===== src/rtl/wfq_pkg.sv =====
`timescale 1ns/1ps
package wfq_pkg;
   localparam int REG_AW = 3;
   typedef enum logic [REG_AW-1:0] {
      RA_CTRL = 3'd0,
      RA_STAT = 3'd1,
      RA_TXD  = 3'd2,
      RA_RXD  = 3'd3
   } reg_addr_e;
   localparam int CTL_RXF_BIT = 0;
   localparam int CTL_TXF_BIT = 1;
   localparam int CTL_RXT_LSB = 2;
   localparam int CTL_TXT_LSB = 5;
endpackage


===== src/rtl/word_fifo.sv =====
`timescale 1ns/1ps
module word_fifo #(
   parameter int W     = 32,
   parameter int DEPTH = 8,
   localparam int AW   = (DEPTH > 1) ? $clog2(DEPTH) : 1,
   localparam int CW   = $clog2(DEPTH + 1)
) (
   input  logic          clk,
   input  logic          rst_n,
   input  logic          flush,
   input  logic          push,
   input  logic [W-1:0]  push_data,
   input  logic          pop,
   output logic [W-1:0]  head,
   output logic [CW-1:0] count,
   output logic          full,
   output logic          empty
);
   localparam bit POW2 = (DEPTH & (DEPTH - 1)) == 0;

   if (DEPTH < 2) begin : bad_depth
      $error("word_fifo: DEPTH must be at least 2");
   end

   logic [W-1:0]  mem [DEPTH];
   logic [AW-1:0] wp, rp, wp_nx, rp_nx;
   logic          do_push, do_pop;

   if (POW2) begin : g_wrap_free
      assign wp_nx = wp + 1'b1;
      assign rp_nx = rp + 1'b1;
   end else begin : g_wrap_cmp
      assign wp_nx = (wp == AW'(DEPTH - 1)) ? '0 : wp + 1'b1;
      assign rp_nx = (rp == AW'(DEPTH - 1)) ? '0 : rp + 1'b1;
   end

   assign empty   = (count == '0);
   assign full    = (count == CW'(DEPTH));
   assign do_push = push && !full && !flush;
   assign do_pop  = pop && !empty && !flush;
   assign head    = mem[rp];

   always_ff @(posedge clk) begin
      if (do_push) mem[wp] <= push_data;
   end

   always_ff @(posedge clk) begin
      if (!rst_n || flush) begin
         wp    <= '0;
         rp    <= '0;
         count <= '0;
      end else begin
         if (do_push) wp <= wp_nx;
         if (do_pop)  rp <= rp_nx;
         case ({do_push, do_pop})
            2'b10:   count <= count + 1'b1;
            2'b01:   count <= count - 1'b1;
            default: count <= count;
         endcase
      end
   end


   count_bound_chk: assert property (@(posedge clk) disable iff (!rst_n)
      count <= CW'(DEPTH));

   flush_empties_chk: assert property (@(posedge clk) disable iff (!rst_n)
      flush |=> empty);

   same_cycle_level_chk: assert property (@(posedge clk) disable iff (!rst_n)
      (push && pop && !empty && !full && !flush) |=> count == $past(count));

   full_push_ignored_chk: assert property (@(posedge clk) disable iff (!rst_n)
      (full && push && !pop && !flush) |=> full);
endmodule


===== src/rtl/lane_mask.sv =====
`timescale 1ns/1ps
module lane_mask #(
   parameter int W   = 32,
   localparam int NB = W / 8,
   localparam int BW = (NB > 1) ? $clog2(NB) : 1
) (
   input  logic [W-1:0]  word_in,
   input  logic [BW-1:0] nbytes,
   output logic [W-1:0]  word_out
);
   if (W % 8 != 0) begin : bad_width
      $error("lane_mask: W must be a whole number of bytes");
   end

   for (genvar i = 0; i < NB; i++) begin : g_lane
      logic keep;
      assign keep = (nbytes == '0) || (BW'(i) < nbytes);
      assign word_out[i*8 +: 8] = keep ? word_in[i*8 +: 8] : 8'h00;
   end
endmodule


===== src/rtl/level_cmp.sv =====
`timescale 1ns/1ps
module level_cmp #(
   parameter int LW = 4,
   parameter int TW = 3,
   localparam int MW = ((LW > TW) ? LW : TW) + 1
) (
   input  logic [LW-1:0] level,
   input  logic [TW-1:0] trig,
   output logic          req
);
   // level >= trig + 1 is the same as level > trig
   assign req = MW'(level) > MW'(trig);
endmodule


===== src/rtl/wfifo_pair.sv =====
`timescale 1ns/1ps
module wfifo_pair #(
   parameter int DATA_W = 32,
   parameter int DEPTH  = 8,
   parameter int TRIG_W = 3,
   parameter int FILL_W = 4,
   localparam int CW    = $clog2(DEPTH + 1),
   localparam int BW    = $clog2(DATA_W / 8)
) (
   input  logic              clk,
   input  logic              rst_n,
   input  logic              reg_wr,
   input  logic              reg_rd,
   input  logic [2:0]        reg_addr,
   input  logic [31:0]       reg_wdata,
   output logic [31:0]       reg_rdata,
   output logic              eng_tx_valid,
   output logic [DATA_W-1:0] eng_tx_data,
   input  logic              eng_tx_pop,
   output logic              eng_rx_ready,
   input  logic              eng_rx_push,
   input  logic [DATA_W-1:0] eng_rx_data,
   input  logic [BW-1:0]     eng_rx_bytes,
   output logic              tx_req,
   output logic              rx_req,
   output logic              tx_ovf,
   output logic              rx_unf
);
   import wfq_pkg::*;

   if (DATA_W != 32) begin : bad_data_w
      $error("wfifo_pair: register port carries 32-bit words");
   end
   if (CTL_RXT_LSB + TRIG_W > CTL_TXT_LSB || CTL_TXT_LSB + TRIG_W > 32) begin : bad_trig
      $error("wfifo_pair: trigger fields overlap");
   end
   if (CW > FILL_W || 2 * FILL_W > 32) begin : bad_fill
      $error("wfifo_pair: status nibble too narrow for DEPTH");
   end
   if ((1 << TRIG_W) < DEPTH) begin : bad_range
      $error("wfifo_pair: trigger cannot span DEPTH");
   end

   logic [TRIG_W-1:0] tx_trig, rx_trig;
   logic              tx_pend, rx_pend;
   logic [CW-1:0]     tx_cnt, rx_cnt, tx_free;
   logic              tx_full, tx_empty, rx_full, rx_empty;
   logic [DATA_W-1:0] rx_head, rx_masked;
   logic              wr_ctrl, wr_txd, rd_rxd;

   assign wr_ctrl = reg_wr && (reg_addr == RA_CTRL);
   assign wr_txd  = reg_wr && (reg_addr == RA_TXD);
   assign rd_rxd  = reg_rd && (reg_addr == RA_RXD);

   always_ff @(posedge clk) begin
      if (!rst_n) begin
         tx_trig <= '0;
         rx_trig <= '0;
         tx_pend <= 1'b0;
         rx_pend <= 1'b0;
         tx_ovf  <= 1'b0;
         rx_unf  <= 1'b0;
      end else begin
         tx_pend <= wr_ctrl && reg_wdata[CTL_TXF_BIT];
         rx_pend <= wr_ctrl && reg_wdata[CTL_RXF_BIT];
         if (wr_ctrl) begin
            tx_trig <= reg_wdata[CTL_TXT_LSB +: TRIG_W];
            rx_trig <= reg_wdata[CTL_RXT_LSB +: TRIG_W];
         end
         if (tx_pend)                 tx_ovf <= 1'b0;
         else if (wr_txd && tx_full)  tx_ovf <= 1'b1;
         if (rx_pend)                 rx_unf <= 1'b0;
         else if (rd_rxd && rx_empty) rx_unf <= 1'b1;
      end
   end

   word_fifo #(.W(DATA_W), .DEPTH(DEPTH)) u_txq (
      .clk(clk), .rst_n(rst_n), .flush(tx_pend),
      .push(wr_txd), .push_data(reg_wdata),
      .pop(eng_tx_pop), .head(eng_tx_data),
      .count(tx_cnt), .full(tx_full), .empty(tx_empty)
   );

   lane_mask #(.W(DATA_W)) u_mask (
      .word_in(eng_rx_data), .nbytes(eng_rx_bytes), .word_out(rx_masked)
   );

   word_fifo #(.W(DATA_W), .DEPTH(DEPTH)) u_rxq (
      .clk(clk), .rst_n(rst_n), .flush(rx_pend),
      .push(eng_rx_push), .push_data(rx_masked),
      .pop(rd_rxd), .head(rx_head),
      .count(rx_cnt), .full(rx_full), .empty(rx_empty)
   );

   assign tx_free      = CW'(DEPTH) - tx_cnt;
   assign eng_tx_valid = !tx_empty;
   assign eng_rx_ready = !rx_full;

   level_cmp #(.LW(CW), .TW(TRIG_W)) u_txlvl (.level(tx_free), .trig(tx_trig), .req(tx_req));
   level_cmp #(.LW(CW), .TW(TRIG_W)) u_rxlvl (.level(rx_cnt),  .trig(rx_trig), .req(rx_req));

   always_comb begin
      reg_rdata = '0;
      unique case (reg_addr)
         RA_CTRL: begin
            reg_rdata[CTL_TXF_BIT] = tx_pend;
            reg_rdata[CTL_RXF_BIT] = rx_pend;
            reg_rdata[CTL_TXT_LSB +: TRIG_W] = tx_trig;
            reg_rdata[CTL_RXT_LSB +: TRIG_W] = rx_trig;
         end
         RA_STAT: begin
            reg_rdata[FILL_W +: FILL_W] = FILL_W'(tx_free);
            reg_rdata[0 +: FILL_W]      = FILL_W'(rx_cnt);
         end
         RA_RXD:  reg_rdata = rx_empty ? '0 : rx_head;
         default: reg_rdata = '0;
      endcase
   end


   ovf_sticky_chk: assert property (@(posedge clk) disable iff (!rst_n)
      (tx_ovf && !tx_pend) |=> tx_ovf);

   unf_sticky_chk: assert property (@(posedge clk) disable iff (!rst_n)
      (rx_unf && !rx_pend) |=> rx_unf);

   unf_zero_chk: assert property (@(posedge clk) disable iff (!rst_n)
      (rd_rxd && !eng_rx_ready && 1'b0) || !(reg_addr == RA_RXD && rx_cnt == '0) || reg_rdata == '0);

   empty_tx_requests_chk: assert property (@(posedge clk) disable iff (!rst_n)
      !eng_tx_valid |-> tx_req);

   flush_self_clear_chk: assert property (@(posedge clk) disable iff (!rst_n)
      (tx_pend && !wr_ctrl) |=> !tx_pend);

   tx_becomes_valid_chk: assert property (@(posedge clk) disable iff (!rst_n)
      (wr_txd && !tx_pend) |=> eng_tx_valid);
endmodule


===== config.mk =====
export PLATFORM = sky130hd
export DESIGN_NAME = wfifo_pair
export DESIGN_NICKNAME = d
export VERILOG_FILES = /design/src/rtl/wfq_pkg.sv /design/src/rtl/word_fifo.sv /design/src/rtl/lane_mask.sv /design/src/rtl/level_cmp.sv /design/src/rtl/wfifo_pair.sv
export SDC_FILE = /design/constraint.sdc
export NUM_CORES = 1
export LEC_CHECK = 0
export BUFFER_PORTS_ARGS = -buffer_cell sky130_fd_sc_hd__buf_2
export CAP_MARGIN = 40
export CORE_UTILIZATION = 30
export CTS_CLUSTER_DIAMETER = 60
export DETAILED_ROUTE_END_ITERATION = 8
export PLACE_DENSITY_LB_ADDON = 0.05
export SYNTH_ARGS = -nofsm -noshare
export SYNTH_HDL_FRONTEND = slang
export SYNTH_HIERARCHICAL = 1
export SYNTH_SLANG_ARGS = --single-unit

===== constraint.sdc =====
create_clock -name clk -period 4.1 [get_ports clk]
set_input_delay 0 -clock clk [delete_from_list [all_inputs] [get_ports clk]]
set_output_delay 0 -clock clk [all_outputs]
set_load 0.01 [all_outputs]

==> results.json, run 1 <==
{
  "status": "complete, no violations",
  "pin_count": 145,
  "fmax_mhz": 325,
  "drive_gt1_share_pct": 30.9,
  "postSynthAreaPerCell_um2": 21.1,
  "swShare_pct": 20.8,
  "routed_via_density": 4.56,
  "endpoint_kind": "primary output",
  "crit_chain": "mux4_1 -> mux2_2 -> a222oi_1 -> inv_1 -> buf_2",
  "place_ws_ns": 1.43,
  "p_leak_nw": 9.10,
  "core_mm2": 0.0730,
  "synth-compound-area-share_pct": 1.06,
  "cts_buffers": 68,
  "critPathKind": "flop to primary output",
  "ys_seq_area_share_pct": 72.8,
  "p_sw_mw": 2.68,
  "drt_iter0_drc": 461,
  "drv_slew": 0,
  "ir_drop_mv": 0.261,
  "yosysWarnings": 6,
  "drc": 0,
  "num_rows": 99,
  "power.internal_mw": 10.2,
  "ys_ff_latch": 548,
  "synthesis.nets": 1142,
  "r2r_slack_ns": 1.44,
  "fin_ws_ns": 1.02,
  "antenna_found_initial": 2,
  "yosys.area_share.xor_xnor_pct": 0.634,
  "clk_latency_ns": 0.59,
  "root_buffer": "clkbuf_16",
  "cap_violations": 0,
  "yosys.area_share.simple_pct": 4.19,
  "grt_pass1_wl_um": 75500,
  "cp_max_fo": 38,
  "cp_slowest_cell": "dfxtp_4",
  "initial_core_util_pct": 30.3,
  "io_buffers": 144,
  "setup.worst_path.end": "reg_rdata[5]",
  "crit_buf_inv": 2,
  "synthMuxAreaShare_pct": 18.1,
  "max_stage_delay_ns": 0.82,
  "finalHoldViolCount": 0,
  "h-tree-depth": 3,
  "cts_resized": 0,
  "routed_wirelength_um": 51100,
  "worst_pin_slew_ns": 0.816,
  "hold_slack_ns": 0.0939,
  "final_net_count": 1411,
  "synth_top_family_by_area": "multiplexers",
  "cp.arrival_ns": 3.08,
  "die_area_mm2": 0.0747,
  "r2r-end": "u_txq/count[2]",
  "routedWlPerCell_um": 22.0,
  "syn_area_mm2": 0.0221,
  "grt-ovfl-total": 0,
  "fill_cells": 6734,
  "regToRegStartpoint": "u_txq/count[0]",
  "synth_fa_ha_area_share_pct": 1.08,
  "grt_max_degree": 40,
  "syn2layout_area_growth_pct": 22.4,
  "rsz0062_at_grt": "no",
  "syn_inst": 1048,
  "hpwlAfterDp_um": 30400,
  "die_width_um": 273,
  "setup_viol": 0,
  "clock-sinks": 548,
  "clk_pin_slew_worst_paths_ns": 0.05,
  "die_y_um": 273,
  "vias": 10600,
  "r2r_cells": 10,
  "postRouteAntennaNets": 0,
  "power-per-cell-area_mw_per_mm2": 476,
  "period_share_pct": 75.0,
  "yosysUniqueCellTypes": 45,
  "crit_cells": 5,
  "max_slew_margin_pct": 45.6,
  "cts_tree": "done",
  "grt_use_total_pct": 13.9,
  "fin_crit_ns": 3.08,
  "cts.path.max_buffers": 3,
  "gp_congestion": 0.688,
  "pwr-share-clk_pct": 45.4,
  "seq_power_share_pct": 48.8,
  "hold_class": "primary input to flop",
  "worst_clock_skew_ns": 0.0239,
  "grt_pass1_vias": 11500,
  "critical_path.top_delay_family": "multiplexers",
  "comb_power_share_pct": 5.8,
  "critPathLaunchType": "flop",
  "crit_required_ns": 4.10,
  "setup_tns_ns": 0,
  "firstDrtPassIters": 5
}
final cells by class:
type	count	area (um^2)	area share (%)
Clock buffer	89	1840	6.82
Sequential cell	548	16100	59.6
Inverter	22	82.6	0.305
Timing Repair Buffer	254	1810	6.70
Antenna cell	1	2.50	0.00925
Clock inverter	31	340	1.26
Tap cell	959	1200	4.44
Multi-Input combinational cell	423	5650	20.9
through the flow:
step	power [mW]	instance area [um^2]	util (%)	std cells
2_1_floorplan	6.85	22100	-	1048
3_3_place_gp	7.12	24100	33.0	2130
3_5_place_dp	7.13	24100	33.1	2133
4_1_cts	13.1	27000	37.1	2326
5_1_grt	13.4	27000	37.1	2327
6_report	12.9	27000	37.1	2327
cells by family after synthesis:
group | Yosys count
flops | 548
mux | 202
simple gates | 155
buf+inv | 77
compound gates | 31
fa+ha+maj | 19
xor+xnor | 16
repair_timing:
item,in CTS,in global routing
hold buffers,73,0
setup buffers,0,0
endpoints found under the hold margin,536,0
cell usage in the layout, fill, tap and decap left out, types with 23 or more instances in the layout:
cell           count
and2_1            32
buf_2            144
buf_4             31
clkbuf_16         71
dfxtp_1           30
dlygate4sd3_1     73
edfxtp_1         512
mux2_2            64
mux4_1            80
mux4_2            48
nor2_1            23
nor2b_1           28
how the worst min path moves through the flow:
| stage | start | end | slack (ns) | depth (start not counted) |
|---|---|---|---|---|
| floorplan | reg_wdata[0] | u_txq/mem[0][0] | 0.1 | 0 |
| detailed placement | reg_wdata[11] | u_txq/mem[1][11] | 0.29 | 1 |
| CTS | reg_addr[1] | rx_unf | 0.04 | 4 |
| global placement | reg_wdata[15] | u_txq/mem[0][15] | 0.28 | 1 |
| finish | reg_addr[1] | rx_unf | 0.09 | 4 |
| global route | reg_addr[1] | rx_unf | 0.09 | 4 |
per-layer routing:
layer	part of all wire, %	up-vias	track usage (%)
met5	0.025	-	0
met4	2.0	2	4.51
li1	-	4879	-
met3	3.6	71	2.75
met2	53	170	25.4
met1	41	5496	16.1
sequential cells by signal, summed over array words and instances (netlist names), named ones only:
signal       flops
u_txq/rp         3
u_rxq/rp         3
rx_unf           1
u_rxq/wp         3
tx_ovf           1
tx_trig          3
u_rxq/mem      256
rx_pend          1
u_rxq/count      4
u_txq/wp         3
u_txq/count      4
tx_pend          1
u_txq/mem      256
rx_trig          3
tightest hold or removal path: stages:
cell and delay (ns):
buf_2 0.16, and4b_1 0.26, a21oi_1 0.16, nor3b_1 0.05
power groups by stage:
stage,combinational (mW),sequential (mW),clock [mW]
2_1_floorplan,0.495,6.35,0
3_3_place_gp,0.719,6.40,0
3_5_place_dp,0.722,6.40,0
4_1_cts,0.782,6.29,6.06
5_1_grt,0.831,6.29,6.27
6_report,0.751,6.28,5.84
synth_stat cells (all sizes together):
cell type | instances | area (um^2)
a222oi | 6 | 60.1
clkbuf | 12 | 45.0
nor2b | 28 | 175
nor3b | 3 | 27.5
and4bb | 1 | 12.5
nand4b | 2 | 17.5
o41ai | 2 | 32.5
a211o | 2 | 17.5
nor2 | 35 | 131
xnor2 | 3 | 26.3
o21ai | 8 | 40.0
mux2 | 64 | 721
nand4 | 2 | 12.5
o2bb2ai | 1 | 8.76
and4b | 2 | 20.0
and3 | 2 | 15.0
nor4 | 2 | 12.5
or2 | 2 | 12.5
and2 | 32 | 200
xor2 | 13 | 114
nand2 | 10 | 37.5
a22oi | 1 | 7.51
edfxtp | 512 | 15400
or3 | 4 | 25.0
mux4 | 128 | 3180
a21oi | 9 | 45.0
nor4b | 3 | 41.3
buf | 43 | 330
ha | 19 | 238
or4b | 2 | 27.5
o21bai | 2 | 22.5
nand3 | 8 | 40.0
nor3 | 8 | 50.1
nand2b | 6 | 37.5
mux2i | 10 | 100
dfxtp | 36 | 721
nor4bb | 3 | 30.0
inv | 22 | 82.6
Note: power is estimated with default switching activity, not from simulation.
==> inputs of run 2 (changes only) <==
Clock period 4.1 ns to 3.05 ns, I/O delays scaled along.
==> results.json, run 2 (same netlist as run 1, synthesis figures left out) <==
{
  "power.internal_mw": 13.3,
  "hold_class": "primary input to flop",
  "clock-sinks": 548,
  "finalHoldViolCount": 0,
  "gp_congestion": 0.701,
  "grt_use_total_pct": 13.9,
  "h-tree-depth": 3,
  "final_cell_mix": "512 x edfxtp_1, 144 x buf_2, 80 x mux4_1",
  "regToRegStartpoint": "u_rxq/count[0]",
  "antenna_cells": 0,
  "multiInputGateArea_mm2": 0.00570,
  "wl_met1_um": 22400,
  "swShare_pct": 21.7,
  "hp-start": "reg_addr[1]",
  "worst_pin_slew_ns": 0.810,
  "ir_drop_mv": 0.321,
  "pin_count": 145,
  "period_share_pct": 96.2,
  "crit_required_ns": 3.05,
  "power-per-cell-area_mw_per_mm2": 622,
  "syn2layout_area_growth_pct": 23.3,
  "hold_path_end": "rx_unf",
  "drc": 0,
  "endpoint_kind": "primary output",
  "max_slew_margin_pct": 45.8,
  "routed_wirelength_um": 51900,
  "die_width_um": 273,
  "worst_clock_skew_ns": 0.0196,
  "vias": 10800,
  "cap_violations": 0,
  "critPathKind": "flop to primary output",
  "die_area_mm2": 0.0747,
  "fmax_mhz": 341,
  "wl_met2_um": 26600,
  "cp_max_fo": 12,
  "hpwlAfterDp_um": 30000,
  "place_area_mm2": 0.0244,
  "cts.path.max_buffers": 3,
  "grt_max_degree": 33,
  "io_buffers": 144,
  "root_buffer": "clkbuf_16",
  "grt_pass1_vias": 11500,
  "final_net_count": 1429,
  "routed_via_density": 4.62,
  "fill_cells": 6771,
  "pwr-share-clk_pct": 43.9,
  "routedWlPerCell_um": 22.1,
  "r2r_cells": 10,
  "rsz0062_at_grt": "no",
  "clk_pin_slew_worst_paths_ns": 0.05,
  "grt_pass1_wl_um": 75800,
  "seqCellArea_mm2": 0.0161,
  "cts_tree": "done",
  "r2r_slack_ns": 0.40,
  "drt_iter0_drc": 641,
  "cts_buffers": 67,
  "p_leak_nw": 9.15,
  "r2r-end": "u_rxq/count[2]",
  "final_core_util_pct": 37.3,
  "antenna_found_initial": 3,
  "critPathLaunchType": "flop",
  "p_sw_mw": 3.67,
  "setup_viol": 0,
  "wl_met3_um": 1900,
  "clk_latency_ns": 0.59,
  "postRouteAntennaNets": 0,
  "comb_power_share_pct": 6.5,
  "min_delay_path_depth": 4,
  "drive_gt1_share_pct": 31.7,
  "cp.arrival_ns": 2.93,
  "firstDrtPassIters": 6,
  "num_rows": 99,
  "grt-ovfl-total": 0,
  "status": "complete, no violations",
  "layout_commonest_cell": "edfxtp_1",
  "top_regs": "u_rxq/mem x256, u_txq/mem x256",
  "initial_core_util_pct": 30.3,
  "routed.top_layer": "met5",
  "fin_crit_ns": 2.93,
  "core_mm2": 0.0730,
  "die_y_um": 273,
  "drv_slew": 0,
  "seq_power_share_pct": 49.7,
  "postLayoutCellArea_mm2": 0.0272,
  "setup_tns_ns": 0
}
==> run 2: changes by cell type in the layout (fill, tap and decap cells not counted), sizes merged <==
cell      delta
diode        -1
inv          +3
bufinv       -5
clkinvlp     -1
buf         +19
clkbuf       +2
clkinv       +1
==> run 2: worst max-delay path, stage by stage, from the launching register on <==
cell      delay, ns
dfxtp_4        0.51
mux4_1         0.60
mux2_2         0.30
a222oi_1       0.57
buf_4          0.20
inv_1          0.03
buf_2          0.13
==> run 2: worst max path at each step <==
| stage | from | endpoint | depth (start not counted) |
|---|---|---|---|
| floorplan | reg_addr[2] | u_txq/mem[2][0] | 5 |
| global placement | u_rxq/count[3] | reg_rdata[1] | 8 |
| detailed placement | u_rxq/count[0] | u_rxq/count[2] | 10 |
| CTS | flop | reg_rdata[1] | 6 |
| global route | flop | reg_rdata[1] | 6 |
| finish | flop | reg_rdata[1] | 6 |
==> run 2: power groups by stage <==
stage | Sequential [mW] | Clock (mW) | Combinational, mW
5_1_grt | 8.42 | 7.97 | 1.21
2_1_floorplan | 8.54 | 0 | 0.666
3_3_place_gp | 8.57 | 0 | 1.04
4_1_cts | 8.41 | 7.71 | 1.13
3_5_place_dp | 8.57 | 0 | 1.05
6_report | 8.41 | 7.43 | 1.10
==> run 2: repair_timing <==
item                                   4_1_cts  5_1_grt
cloned                                       0        0
hold buffers                                73        0
buffers inserted                             1        0
pin swaps                                    1        0
setup endpoints to repair                    4        1
endpoints found under the hold margin      534        0
gates resized for setup                      3        2
==> run 2: cell type report <==
class / instances / area share (%)
clock buffers: 91 / 6.68
clock inverters: 29 / 0.854
inverters: 22 / 0.303
multi-input cells: 423 / 20.9
flip-flops and latches: 548 / 59.1
well taps: 959 / 4.40
repair buffers: 273 / 7.72
==> run 2: stage by stage <==
stage          power [mW]  hold slack, ns  cells  worst slack, ns
6_report             16.9           0.125   2345            0.115
5_1_grt              17.6           0.159   2345           0.0311
4_1_cts              17.3          0.0833   2345           0.0366
3_5_place_dp         9.62           0.280   2151            0.450
3_3_place_gp         9.61           0.273   2151            0.404
2_1_floorplan        9.20          0.0989   1048           0.0369
==> run 2: per-layer routing <==
layer  GRT usage [%]  vias up
met5               0        -
met4            4.78        2
met3            2.46       79
met2            24.3      208
met1            17.3     5628
li1                -     4919
